<file path="config.mk">
export PLATFORM = sky130hd
export DESIGN_NAME = mwa_adapter
export DESIGN_NICKNAME = d
export VERILOG_FILES = /design/src/rtl/mwa_pkg.sv /design/src/rtl/mwa_decode.sv /design/src/rtl/mwa_seq.sv /design/src/rtl/mwa_adapter.sv
export SDC_FILE = /design/constraint.sdc
export NUM_CORES = 1
export LEC_CHECK = 0
export BUFFER_PORTS_ARGS = -buffer_cell sky130_fd_sc_hd__buf_2
export CORE_UTILIZATION = 51
export CTS_CLUSTER_SIZE = 12
export DETAILED_ROUTE_END_ITERATION = 10
export PLACE_DENSITY = 0.83
export SLEW_MARGIN = 25
export SYNTH_ARGS = -nofsm -noshare
export SYNTH_HDL_FRONTEND = slang
export SYNTH_SLANG_ARGS = --single-unit
</file>
<file path="constraint.sdc">
create_clock -name clk -period 3.7 [get_ports clk]
set_input_delay 0.37 -clock clk [delete_from_list [all_inputs] [get_ports clk]]
set_output_delay 0.37 -clock clk [all_outputs]
set_load 0.01 [all_outputs]
</file>
<file path="src/rtl/mwa_pkg.sv">
`timescale 1ns/1ps
package mwa_pkg;

    typedef enum logic [2:0] {
        K_NATIVE,
        K_SPLIT,
        K_WIDEN,
        K_RMW,
        K_ERR
    } kind_e;

    typedef enum logic [1:0] {
        ST_IDLE,
        ST_RUN,
        ST_FIN
    } state_e;

    typedef struct packed {
        kind_e      kind;
        logic [1:0] nat_sz;     // log2 of native bytes
        logic [1:0] last_step;  // index of final native access
    } plan_t;

    // width code of a slot in the default map: 0 empty, 1 byte, 2 half, 3 word
    function automatic logic [1:0] slot_code(input int unsigned s);
        case (s % 4)
            0:       return 2'd1;
            1:       return 2'd2;
            2:       return 2'd3;
            default: return 2'd0;
        endcase
    endfunction

    function automatic logic [31:0] byte_mask(input logic [1:0] sz);
        case (sz)
            2'd0:    return 32'h0000_00FF;
            2'd1:    return 32'h0000_FFFF;
            default: return 32'hFFFF_FFFF;
        endcase
    endfunction

    // bit position of a narrow field inside a wider big-endian container
    function automatic logic [4:0] lane_shift(input logic [1:0] nat,
                                              input logic [1:0] hs,
                                              input logic [1:0] off);
        logic [3:0] b;
        b = (4'd1 << nat) - (4'd1 << hs) - {2'b00, off};
        return {b[1:0], 3'b000};
    endfunction

endpackage

</file>
<file path="src/rtl/mwa_decode.sv">
`timescale 1ns/1ps
module mwa_decode
    import mwa_pkg::*;
#(
    parameter int ADDR_W   = 12,
    parameter int SPACE_AW = 9,
    parameter int SLOTS    = 128
) (
    input  logic [ADDR_W-1:0]          addr,
    input  logic [1:0]                 size,
    input  logic                       we,
    input  logic [SLOTS-1:0][1:0]      wmap,
    output plan_t                      plan,
    output logic [SPACE_AW-1:0]        addr_al
);
    logic       in_range;
    logic [1:0] code;
    logic [1:0] ns;
    logic [2:0] hmask;

    assign in_range = (addr[ADDR_W-1:SPACE_AW] == '0);
    assign code     = wmap[addr[SPACE_AW-1:2]];
    assign ns       = code - 2'd1;
    assign hmask    = (3'd1 << size) - 3'd1;
    assign addr_al  = addr[SPACE_AW-1:0] & ~SPACE_AW'(hmask);

    always_comb begin
        plan.kind      = K_ERR;
        plan.nat_sz    = 2'd0;
        plan.last_step = 2'd0;
        if (in_range && code != 2'd0 && size != 2'd3) begin
            plan.nat_sz = ns;
            if (size == ns) begin
                plan.kind = K_NATIVE;
            end else if (size > ns) begin
                plan.kind      = K_SPLIT;
                plan.last_step = ((size - ns) == 2'd2) ? 2'd3 : 2'd1;
            end else if (we) begin
                plan.kind      = K_RMW;
                plan.last_step = 2'd1;
            end else begin
                plan.kind = K_WIDEN;
            end
        end
    end

endmodule

</file>
<file path="src/rtl/mwa_seq.sv">
`timescale 1ns/1ps
module mwa_seq
    import mwa_pkg::*;
#(
    parameter int SPACE_AW = 9
) (
    input  logic                clk,
    input  logic                rst,
    input  logic                req,
    input  logic                we,
    input  logic [1:0]          hsize,
    input  logic [31:0]         wdata,
    input  logic [SPACE_AW-1:0] addr_al,
    input  plan_t               plan,
    input  logic [31:0]         reg_rdata,
    output logic                busy,
    output logic                done,
    output logic                err,
    output logic [31:0]         rdata,
    output logic                reg_req,
    output logic                reg_we,
    output logic [1:0]          reg_size,
    output logic [SPACE_AW-1:0] reg_addr,
    output logic [31:0]         reg_wdata
);
    state_e              st;
    kind_e               kind_q;
    logic [1:0]          nat_q, hs_q, last_q, step_q;
    logic [SPACE_AW-1:0] addr_q;
    logic                we_q, err_q;
    logic [31:0]         wdata_q, acc_q, hold_q;

    logic [2:0]          nmask;
    logic [1:0]          off;
    logic [SPACE_AW-1:0] base;
    logic [4:0]          lsh, ssh;
    logic [31:0]         rd, hmsk;

    assign nmask = (3'd1 << nat_q) - 3'd1;
    assign off   = addr_q[1:0] & nmask[1:0];
    assign base  = addr_q - SPACE_AW'(off);
    assign lsh   = lane_shift(nat_q, hs_q, off);
    assign ssh   = {(last_q - step_q), 3'b000} << nat_q;
    assign rd    = reg_rdata & byte_mask(nat_q);
    assign hmsk  = byte_mask(hs_q);

    always_comb begin
        reg_req   = (st == ST_RUN);
        reg_size  = nat_q;
        reg_addr  = addr_q;
        reg_we    = we_q;
        reg_wdata = wdata_q & byte_mask(nat_q);
        case (kind_q)
            K_SPLIT: begin
                reg_addr  = addr_q + (SPACE_AW'(step_q) << nat_q);
                reg_wdata = (wdata_q >> ssh) & byte_mask(nat_q);
            end
            K_WIDEN: begin
                reg_addr = base;
                reg_we   = 1'b0;
            end
            K_RMW: begin
                reg_addr  = base;
                reg_we    = (step_q == 2'd1);
                reg_wdata = (hold_q & ~(hmsk << lsh)) | ((wdata_q & hmsk) << lsh);
            end
            default: ;
        endcase
    end

    always_ff @(posedge clk) begin
        if (rst) begin
            st      <= ST_IDLE;
            kind_q  <= K_ERR;
            nat_q   <= 2'd0;
            hs_q    <= 2'd0;
            last_q  <= 2'd0;
            step_q  <= 2'd0;
            addr_q  <= '0;
            we_q    <= 1'b0;
            err_q   <= 1'b0;
            wdata_q <= '0;
            acc_q   <= '0;
            hold_q  <= '0;
        end else begin
            case (st)
                ST_IDLE: if (req) begin
                    kind_q  <= plan.kind;
                    nat_q   <= plan.nat_sz;
                    last_q  <= plan.last_step;
                    hs_q    <= hsize;
                    addr_q  <= addr_al;
                    we_q    <= we;
                    wdata_q <= wdata;
                    step_q  <= 2'd0;
                    acc_q   <= '0;
                    err_q   <= (plan.kind == K_ERR);
                    st      <= (plan.kind == K_ERR) ? ST_FIN : ST_RUN;
                end
                ST_RUN: begin
                    case (kind_q)
                        K_NATIVE: if (!we_q) acc_q <= rd;
                        K_SPLIT:  if (!we_q) acc_q <= (acc_q << (6'd8 << nat_q)) | rd;
                        K_WIDEN:  acc_q <= (rd >> lsh) & hmsk;
                        K_RMW:    if (step_q == 2'd0) hold_q <= rd;
                        default: ;
                    endcase
                    step_q <= step_q + 2'd1;
                    if (step_q == last_q) st <= ST_FIN;
                end
                default: st <= ST_IDLE;
            endcase
        end
    end

    assign busy  = (st != ST_IDLE);
    assign done  = (st == ST_FIN);
    assign err   = done & err_q;
    assign rdata = done ? acc_q : '0;


    done_pulse_chk: assert property (@(posedge clk) disable iff (rst) done |=> !done);

    accept_busy_chk: assert property (@(posedge clk) disable iff (rst) (req && !busy) |=> busy);

    err_zero_chk: assert property (@(posedge clk) disable iff (rst) err |-> (rdata == '0));

    err_silent_chk: assert property (@(posedge clk) disable iff (rst) err |-> !$past(reg_req));

endmodule

</file>
<file path="src/rtl/mwa_adapter.sv">
`timescale 1ns/1ps
module mwa_adapter
    import mwa_pkg::*;
#(
    parameter int ADDR_W      = 12,
    parameter int SPACE_BYTES = 512
) (
    input  logic                           clk,
    input  logic                           rst,
    input  logic                           host_req,
    input  logic                           host_we,
    input  logic [1:0]                     host_size,
    input  logic [ADDR_W-1:0]              host_addr,
    input  logic [31:0]                    host_wdata,
    output logic                           host_busy,
    output logic                           host_done,
    output logic                           host_err,
    output logic [31:0]                    host_rdata,
    output logic                           reg_req,
    output logic                           reg_we,
    output logic [1:0]                     reg_size,
    output logic [$clog2(SPACE_BYTES)-1:0] reg_addr,
    output logic [31:0]                    reg_wdata,
    input  logic [31:0]                    reg_rdata
);
    localparam int SPACE_AW = $clog2(SPACE_BYTES);
    localparam int SLOTS    = SPACE_BYTES / 4;

    logic [SLOTS-1:0][1:0] wmap;
    plan_t                 plan;
    logic [SPACE_AW-1:0]   addr_al;

    for (genvar g = 0; g < SLOTS; g++) begin : g_map
        assign wmap[g] = slot_code(g);
    end

    mwa_decode #(.ADDR_W(ADDR_W), .SPACE_AW(SPACE_AW), .SLOTS(SLOTS)) dec_i (
        .addr    (host_addr),
        .size    (host_size),
        .we      (host_we),
        .wmap    (wmap),
        .plan    (plan),
        .addr_al (addr_al)
    );

    mwa_seq #(.SPACE_AW(SPACE_AW)) seq_i (
        .clk       (clk),
        .rst       (rst),
        .req       (host_req),
        .we        (host_we),
        .hsize     (host_size),
        .wdata     (host_wdata),
        .addr_al   (addr_al),
        .plan      (plan),
        .reg_rdata (reg_rdata),
        .busy      (host_busy),
        .done      (host_done),
        .err       (host_err),
        .rdata     (host_rdata),
        .reg_req   (reg_req),
        .reg_we    (reg_we),
        .reg_size  (reg_size),
        .reg_addr  (reg_addr),
        .reg_wdata (reg_wdata)
    );


    native_size_chk: assert property (@(posedge clk) disable iff (rst)
        reg_req |-> (reg_size == wmap[reg_addr[SPACE_AW-1:2]] - 2'd1));

    native_align_chk: assert property (@(posedge clk) disable iff (rst)
        reg_req |-> ((reg_addr[1:0] & ((2'd1 << reg_size) - 2'd1)) == 2'd0));

endmodule

</file>
# Word level (Yosys, flattened, before mapping)
# Memories as Yosys holds them, arrays and structs flattened.
# Index checks and enable logic that the tools add are counted.
# totals
wordCells,112
memories,1
regBits,120
latch_bits,0
rom_bits,256
out_inout_bits,80
ramBits,0
# classes
n_reduce_logical,17
order_cmp,2
n_div,0
n_shift,12
n_eq_ne,18
mul,0
n_bitwise,13
muxes,27
addsub,10
# memory_table
name,words,width,read_ports,rd_ports_with_merged_regs,wr,line_no,text
(no name shown),128,2,1,0,0,mwa_decode.sv:22,assign code = wmap[addr[SPACE_AW-1:2]];
# ops
operator,count
case mux 32 bit (2 select lines),4
bitwise AND 32 bit,6
2-to-1 mux 32 bit,5
case mux 32 bit (3 select lines),1
bitwise OR 32 bit,2
left shift 32 x 5 -> 32 bit,2
right shift 32 x 5 -> 32 bit,2
inverter 32 bit,1
left shift 32 x 6 -> 32 bit,1
case mux 9 bit (2 select lines),1
2-to-1 mux 2 bit,8
adder 9 bit,1
bitwise AND 9 bit,1
inverter 3 -> 9 bit,1
left shift 2 x 2 -> 9 bit,1
subtractor 9 x 2 -> 9 bit,1
equality test 2 x 1 -> 1 bit (second input constant),4
logical NOT 2 bit,4
< comparator 7 x 8 -> 1 bit (second input constant),1
case mux 2 bit (2 select lines),2
subtractor 2 bit,4
2-to-1 mux 7 bit,1
equality test 3 x 2 -> 1 bit (second input constant),2
logical NOT 3 bit,2
other kinds (27),41

# Depth between registers and ports, before layout
# Gate-level depths: netlist of the first run.
# depth
ltp_word,13
ltp_mapped,16
ltp_nobuf,15

# Modules after synthesis
# Synthesis of the first run repeated with hierarchy kept, for this count alone.
# unflattened
hier_cells,1340
area_unflattened_um2,10540.1
# by_module_without_submodules
module,cells_each,seq_area_each_um2,area_each_um2,n_inst
mwa_seq,1131,2402.3,8160.3,1
mwa_decode,207,0.0,2372.3,1
mwa_adapter,2,0.0,7.5,1

# Least setup slack after synthesis of the first run
# OpenSTA, ideal clock, no wires.
# synth_path
kind,reg2out
startpoint,"register seq_i.nat_q[1], in the netlist seq_i.reg_size[1]"
endpoint,output reg_addr[8]
slack_ns,-0.301
t_arrival_ns,3.631
required_time_ns,3.330
stages_incl_launch_ff,17
cell_sequence,dfxtp_1 buf_2 nor2_1 clkbuf_1 buf_1 nand2_1 ha_1 and3_1 ha_1 nand2_1 ha_1 nand3_1 o211ai_1 o41ai_1 or4_1 a31oi_1 xor2_1
# synth_via
elab_chain_cells,5
elab_cells_between_ends,7
# synth_rtl
element,line_no,text
from (decl),mwa_seq.sv:28,"logic [1:0] nat_q, hs_q, last_q, step_q;"
from (signal assigned),mwa_seq.sv:89,nat_q <= plan.nat_sz;
left shift 1 x 2 -> 2 bit,mwa_seq.sv:39,assign nmask = (3'd1 << nat_q) - 3'd1;
subtractor 2 x 1 -> 2 bit,mwa_seq.sv:39,
bitwise AND 2 bit,mwa_seq.sv:40,assign off = addr_q[1:0] & nmask[1:0];
subtractor 9 x 2 -> 9 bit,mwa_seq.sv:41,assign base = addr_q - SPACE_AW'(off);
case mux 9 bit (2 select lines) (*),mwa_seq.sv:53,case (kind_q)
to (decl),mwa_adapter.sv:22,"output logic [$clog2(SPACE_BYTES)-1:0] reg_addr,"
# Every way passes the cells marked *; elsewhere a longest branch is shown, timed or not.

# Final worst setup path of the first run
# layout_path
startpoint,register seq_i.step_q[1]
endpoint,output reg_addr[8]
# layout_via
elab_chain_cells,3
# layout_rtl
element,line_no,text
from (decl),mwa_seq.sv:28,
from (signal assigned),mwa_seq.sv:108,step_q <= step_q + 2'd1;
left shift 2 x 2 -> 9 bit,mwa_seq.sv:55,reg_addr = addr_q + (SPACE_AW'(step_q) << nat_q);
adder 9 bit,mwa_seq.sv:55,
case mux 9 bit (2 select lines),mwa_seq.sv:53,
# Every way passes these cells.

==> metrics.txt, run 1 <==
Slew headroom=44.8%; critical path required time=3.33 ns; library cell with the largest summed area after synthesis=sky130_fd_sc_hd__dfxtp_1; Net Count, Synth=1185; die area=16100 um^2; placed cell count=1381; number of synthesized flops with an enable pin=0; critical hold path startpoint=host_wdata[5]; Synthesis Warnings=0; number of library cell types mapped by synthesis=72; HP Class=in2reg; total routing resource utilization after global routing=35.9%; vias per cell=6.37; total via count after detailed routing=9136; buffer depth of the longest clock path=2; synthesized cell area=7940 um^2; setup slack on the worst flop-to-flop path=0.51 ns; most frequent cells after synthesis=224 x sky130_fd_sc_hd__nand2_1, 126 x sky130_fd_sc_hd__a21oi_1, 119 x sky130_fd_sc_hd__dfxtp_1; share of layout cells above drive strength 1=25.7%; synthesized instance count=1084; count of cells along the worst hold path=3; post-route worst setup slack=-0.223 ns; clock slew seen by the registers of the worst setup and hold paths=0.06 ns; initial antenna violation count=1; highest achievable clock rate=0.255 GHz; top_reg_cell synth=sky130_fd_sc_hd__dfxtp_1; final setup skew=0.0110 ns; setup repair after global routing missed its margin=true; clock sink total=119; Core Util, Final=65.5%; share of synthesized flip-flops with an asynchronous set or reset=0%; starting DRC count in detailed routing=1417; growth of design area from synthesis to finish=25.3%; Layout fillers=1313; clock tree from TritonCTS=built; length in cells of the worst reg-to-reg path=12; power per cell area=343 nW/um^2; clock latency on the worst-skew pair=0.43 ns; end point of the most critical hold path=seq_i.wdata_q[5]; number of buffers inserted for hold repair after clock tree synthesis=0; setup_tns=-0.239 ns; start-to-end type of the worst setup path=reg2out; max-cap violation count=0; minimum clock period=3.92 ns; number of standard cells in the layout, taps in and fillers out=1435; Yosys top cell area share=30.0%; Seq cells post-synth=119; number of global-route vias before repair=8185; antenna cell count=0; wire length of the first global-routing pass=44700 um; standard cell core area=15200 um^2; overall power=3420 uW; peak supply drop=320 uV; initial core utilization=52.2%; NumNets Final=1335; DRC violation count after routing=0; die span in x=127 um; Critical R2R Launch=seq_i.reg_size[0]; routed wire length=28800 um; leading post-synthesis cells by cell area=sky130_fd_sc_hd__dfxtp_1 30%, sky130_fd_sc_hd__nand2_1 11%, sky130_fd_sc_hd__a21oi_1 7.9%; Worst EP arrival=3.55 ns; element type at the critical path start=flip-flop; transition time at the pin with the least slew margin=0.825 ns; CTS root buffer=sky130_fd_sc_hd__clkbuf_16; Port Buffer Count=161; standby leakage power=0.00401 uW; Final setup violation count=2; fraction of the cycle the final worst path needs=106%; maximum fanout count along the critical path=3; first-pass detailed-route iteration total=7; I/O pin count=162; number of buffers inserted during clock tree synthesis=17; Routed wire per std cell=20.1 um; number of H-tree levels=4; final HPWL from detailed placement=20300 um; worst r2r dst=seq_i.acc_q[14]; endpoint kind of the worst setup timing path=primary output; most common cell in the synthesized netlist=sky130_fd_sc_hd__nand2_1; row count=45; Post-Place Setup Slack=0.0774 ns; status=finished with violations; Final Slew Violations=0; height of the chip=127 um; remaining antenna violation count=0; gp weighted congestion=0.985; Avg Inst Size Synth=7.32 um^2; final number of hold-violating endpoints=0; pin count of the biggest net entering global routing=64; failing checks=negative setup slack; total overflow reported by the global router=0; share of synthesized area occupied by flip-flops and latches=30.0%
==> cell type report <==
| cell class | count | area (um^2) | area share [%] |
|---|---|---|---|
| clock buffers | 17 | 425 | 4.27 |
| clock inverters | 15 | 144 | 1.45 |
| inverters | 19 | 77.6 | 0.779 |
| multi-input cells | 860 | 5400 | 54.2 |
| flip-flops and latches | 119 | 2390 | 24.0 |
| well taps | 188 | 235 | 2.36 |
| repair buffers | 217 | 1280 | 12.9 |
==> worst max-delay path, cell delays in order (launching register included) <==
cell and delay [ns]:
sky130_fd_sc_hd__dfxtp_2 0.35, sky130_fd_sc_hd__inv_4 0.05, sky130_fd_sc_hd__nor2_4 0.11, sky130_fd_sc_hd__buf_4 0.11, sky130_fd_sc_hd__buf_4 0.10, sky130_fd_sc_hd__buf_4 0.11
sky130_fd_sc_hd__buf_4 0.11, sky130_fd_sc_hd__o21ai_1 0.05, sky130_fd_sc_hd__and3_4 0.18, sky130_fd_sc_hd__ha_4 0.26, sky130_fd_sc_hd__nand2_4 0.04, sky130_fd_sc_hd__ha_4 0.28
sky130_fd_sc_hd__nand3_2 0.06, sky130_fd_sc_hd__o211ai_1 0.26, sky130_fd_sc_hd__o41ai_2 0.11, sky130_fd_sc_hd__or4_1 0.41, sky130_fd_sc_hd__a31oi_1 0.17, sky130_fd_sc_hd__xor2_1 0.19
sky130_fd_sc_hd__buf_2 0.16
==> logic make-up after synthesis <==
logic type	share of synthesized area, %
AND/OR/NAND/NOR	25.0
AO/OA/AOI/OAI	31.7
flip-flops	30.0
buffers and inverters	5.53
multiplexers	2.76
adder cells (fa/ha/maj)	3.18
XOR/XNOR	1.80
==> where the power goes <==
part / total (uW) / internal [uW] / switching [uW]
clock network: 1610 / 933 / 674
registers: 1360 / 1310 / 45.4
logic: 453 / 175 / 278
total: 3420 / 2420 / 997
==> routing by layer <==
layer | global-route usage (%) | vias to the layer above | part of all wire, %
li1 | - | 4240 | -
met1 | 48.7 | 4140 | 40
met2 | 55.5 | 634 | 44
met3 | 6.45 | 122 | 11
met4 | 16.4 | 0 | 4.5
met5 | 0 | - | 0
==> flip-flops by register name, summed over array words and instances (netlist names) <==
| register | flops |
|---|---|
| seq_i.acc_q | 32 |
| seq_i.hold_q | 32 |
| seq_i.wdata_q | 32 |
| seq_i.addr_q | 9 |
| seq_i.hs_q | 2 |
| seq_i.kind_q | 2 |
| seq_i.last_q | 2 |
| seq_i.reg_size | 2 |
| seq_i.st | 2 |
| seq_i.step_q | 2 |
| seq_i.err_q | 1 |
| seq_i.we_q | 1 |
==> layout by cell type (no fill, tap or decap), types with 34 or more instances in the layout <==
master | netlist | final
sky130_fd_sc_hd__dfxtp_1 | 119 | 116
sky130_fd_sc_hd__nand2_1 | 224 | 221
sky130_fd_sc_hd__a21oi_1 | 126 | 122
sky130_fd_sc_hd__nor2_1 | 82 | 78
sky130_fd_sc_hd__o21ai_0 | 47 | 42
sky130_fd_sc_hd__and2_1 | 35 | 34
sky130_fd_sc_hd__buf_2 | 9 | 161
sky130_fd_sc_hd__buf_4 | 0 | 50
sky130_fd_sc_hd__a221o_1 | 50 | 50
sky130_fd_sc_hd__nand3_1 | 35 | 34
==> per-stage QoR <==
stage | cell area [um^2] | hold slack [ns]
floorplan | 7980 | 0.432
global placement | 8900 | 0.441
detailed placement | 8900 | 0.447
CTS | 9700 | 0.174
global route | 9950 | 0.178
finish | 9950 | 0.177
==> timing repair <==
item                       CTS  global route
gates cloned                 0             2
setup endpoints to repair   33            28
buffers inserted            13             8
pin swaps                   11            16
resized for setup           32            33
==> worst max-delay path by stage <==
stage,startpoint,to
after floorplan,seq_i.reg_size[1],reg_addr[8]
after global placement,seq_i.step_q[1],reg_addr[8]
after detailed placement,seq_i.step_q[1],reg_addr[8]
after CTS,seq_i.step_q[1],reg_addr[8]
after global routing,seq_i.step_q[1],reg_addr[8]
final,seq_i.step_q[1],reg_addr[8]
No activity file was read; power rests on OpenSTA's default activity.
==> inputs of run 2 (changes only) <==
--- a/config.mk
+++ b/config.mk
@@ -5,11 +5,11 @@
 export SDC_FILE = /design/constraint.sdc
 export NUM_CORES = 1
 export LEC_CHECK = 0
-export BUFFER_PORTS_ARGS = -buffer_cell sky130_fd_sc_hd__buf_2
-export CORE_UTILIZATION = 51
+export CORE_UTILIZATION = 37
 export CTS_CLUSTER_SIZE = 12
 export DETAILED_ROUTE_END_ITERATION = 10
-export PLACE_DENSITY = 0.83
+export DONT_BUFFER_PORTS = 1
+export PLACE_DENSITY = 0.58
 export SLEW_MARGIN = 25
 export SYNTH_ARGS = -nofsm -noshare
 export SYNTH_HDL_FRONTEND = slang
==> run 2 against run 1 <==
  * Routed wire length increased by 0.68%
  * Via count decreased by 10%
  * Combinational power decreased by 24%
  * Clock skew decreased by 0.00064 ns
  * Critical path type unchanged
  * Utilization decreased by 22 points
  * Largest cell class unchanged
  * Worst setup slack improved by 0.055 ns
  * Maximum frequency increased by 1.4%
  * The run still ends with negative setup slack left
  * Die area increased by 37%
  * Critical path depth decreased by 3
==> metrics.txt, run 2 (synthesis gave the netlist of run 1 again) <==
highest achievable clock rate=0.259 GHz (+1.4%); clock slew seen by the registers of the worst setup and hold paths=0.06 ns (about the same); number of buffers inserted during clock tree synthesis=17 (unchanged); initial core utilization=37.8% (-14 points); Post-Place Setup Slack=0.0666 ns (-0.0108 ns); HP Class=in2reg; final HPWL from detailed placement=21400 um (+5.3%); critical path, cell by cell=nor2_4 -> a21oi_1 -> or2_4 -> ha_4 -> and3_4 -> ha_4 -> nand2_4 -> ha_4 -> nand3_2 -> o211ai_1 -> o41ai_2 -> or4_4 -> a31oi_4 -> xor2_1 -> buf_4; most common library cell in the layout ignoring fill and taps=sky130_fd_sc_hd__nand2_1; delay of the slowest cell on the worst path=0.44 ns (+0.03 ns); antenna cell count=0 (unchanged); max-cap violation count=0 (unchanged); starting DRC count in detailed routing=702 (-50%); clock latency on the worst-skew pair=0.42 ns (about the same); transition time at the pin with the least slew margin=0.966 ns (+0.141 ns); remaining antenna violation count=0 (unchanged); growth of design area from synthesis to finish=14.6%; Final Slew Violations=0 (unchanged); Final Instance Area=9100 um^2 (-8.6%); post-route worst setup slack=-0.168 ns (+0.0553 ns); I/O pin count=162 (unchanged); area of the multi-input gates=5270 um^2 (-2.5%); vias per cell=6.03 (-5.3%); standby leakage power=0.00322 uW (-20%); dominant cell type by count on the critical path=sky130_fd_sc_hd__ha_4; setup_tns=-0.168 ns (+0.0709 ns); wire length of the first global-routing pass=43900 um (-1.6%); failing checks=negative setup slack; die span in x=148 um (+17%); clock tree from TritonCTS=built; number of H-tree levels=4 (unchanged); maximum fanout count along the critical path=6 (+3); setup repair after global routing missed its margin=true; standard cell core area=21000 um^2 (+38%); start-to-end type of the worst setup path=reg2out; critical path required time=3.33 ns (about the same); pin count of the biggest net entering global routing=101 (+58%); most frequent cells in the layout=223 x sky130_fd_sc_hd__nand2_1, 125 x sky130_fd_sc_hd__a21oi_1, 116 x sky130_fd_sc_hd__dfxtp_1; DRC violation count after routing=0 (unchanged); share of layout cells above drive strength 1=12.7% (-13 points); largest registers=seq_i.acc_q (32), seq_i.hold_q (32), seq_i.wdata_q (32); total via count after detailed routing=8184 (-10%); placed inst area=8260 um^2 (-7.2%); Final setup violation count=1 (-1); family with the most delay on the worst path=simple AND/OR/NAND/NOR gates; total routing resource utilization after global routing=26.1% (-9.8 points); FF/Latch Area=2390 um^2 (-0.10%); gp weighted congestion=1.00 (+1.6%); peak supply drop=255 uV (-20%); number of global-route vias before repair=7511 (-8.2%); row count=53 (+18%); buffer depth of the longest clock path=2 (unchanged); final setup skew=0.0103 ns (-0.000639 ns); total overflow reported by the global router=0 (unchanged); clock sink total=119 (unchanged); Layout fillers=2188 (+67%); element type at the critical path start=flip-flop; cell at the slowest stage of the critical path=sky130_fd_sc_hd__or4_4; CTS root buffer=sky130_fd_sc_hd__clkbuf_16; Port Buffer Count=0 (-100%); Worst EP arrival=3.50 ns (-0.05 ns); minimum clock period=3.87 ns (-0.0553 ns); endpoint kind of the worst setup timing path=primary output; initial antenna violation count=0 (-1); Routed wire per std cell=21.4 um (+6.4%); Slew headroom=35.0% (-9.8 points); power per cell area=378 nW/um^2 (+10%); number of buffer and inverter stages on the critical path=1 (-5); die area=22000 um^2 (+37%); final number of hold-violating endpoints=0 (unchanged); height of the chip=148 um (+17%); routed wire length=29000 um (+0.68%); first-pass detailed-route iteration total=8 (+1); fraction of the cycle the final worst path needs=105% (-1.5 points); status=finished with violations; NumNets Final=1171 (-12%)
## run 2: metrics by stage
stage / hold WS, ns / total power (uW) / std cells / utilization (%)
2_1_floorplan: 0.432 / 1630 / 1084 / -
3_3_place_gp: 0.435 / 1710 / 1313 / 39.3
3_5_place_dp: 0.441 / 1710 / 1313 / 39.3
4_1_cts: 0.00416 / 3430 / 1351 / 42.8
5_1_grt: 0.00110 / 3560 / 1358 / 43.3
6_report: 0.0122 / 3440 / 1358 / 43.3
## run 2: final timing paths
path                startpoint  slack (ns)               to  depth (start not counted)
min reg2reg    seq_i.addr_q[0]        0.45  seq_i.addr_q[0]                          2
min                        rst        0.01  seq_i.addr_q[6]                          1
max          seq_i.reg_size[0]       -0.17      reg_addr[8]                         15
max reg2reg  seq_i.reg_size[1]        0.64   seq_i.acc_q[8]                         10
## run 2: power by group
group          total (uW)  leakage, uW  internal (uW)  switching [uW]
clock network        1740     0.000297           1080             653
logic                 346      0.00196            131             215
registers            1360     0.000968           1310            46.4
## run 2: cell type report
class	instances	share of cell area (%)
well taps	275	3.78
flip-flops and latches	119	26.2
repair buffers	54	4.56
inverters	19	0.825
clock buffers	18	4.83
clock inverters	14	1.90
multi-input cells	859	57.9
## run 2: routing by layer
metal / up-vias / share of wire (%) / global-route usage, %
met4: 0 / 2.5 / 9.43
met5: - / 0 / 0
li1: 3904 / - / -
met3: 52 / 9.1 / 6.63
met1: 3879 / 43 / 34.7
met2: 349 / 45 / 40.4
## run 2: what timing repair did
action	4_1_cts	5_1_grt
buffers inserted	6	6
hold buffers	0	2
pin swaps	12	14
setup endpoints to repair	17	17
hold endpoints to repair	0	2
resized for setup	20	10
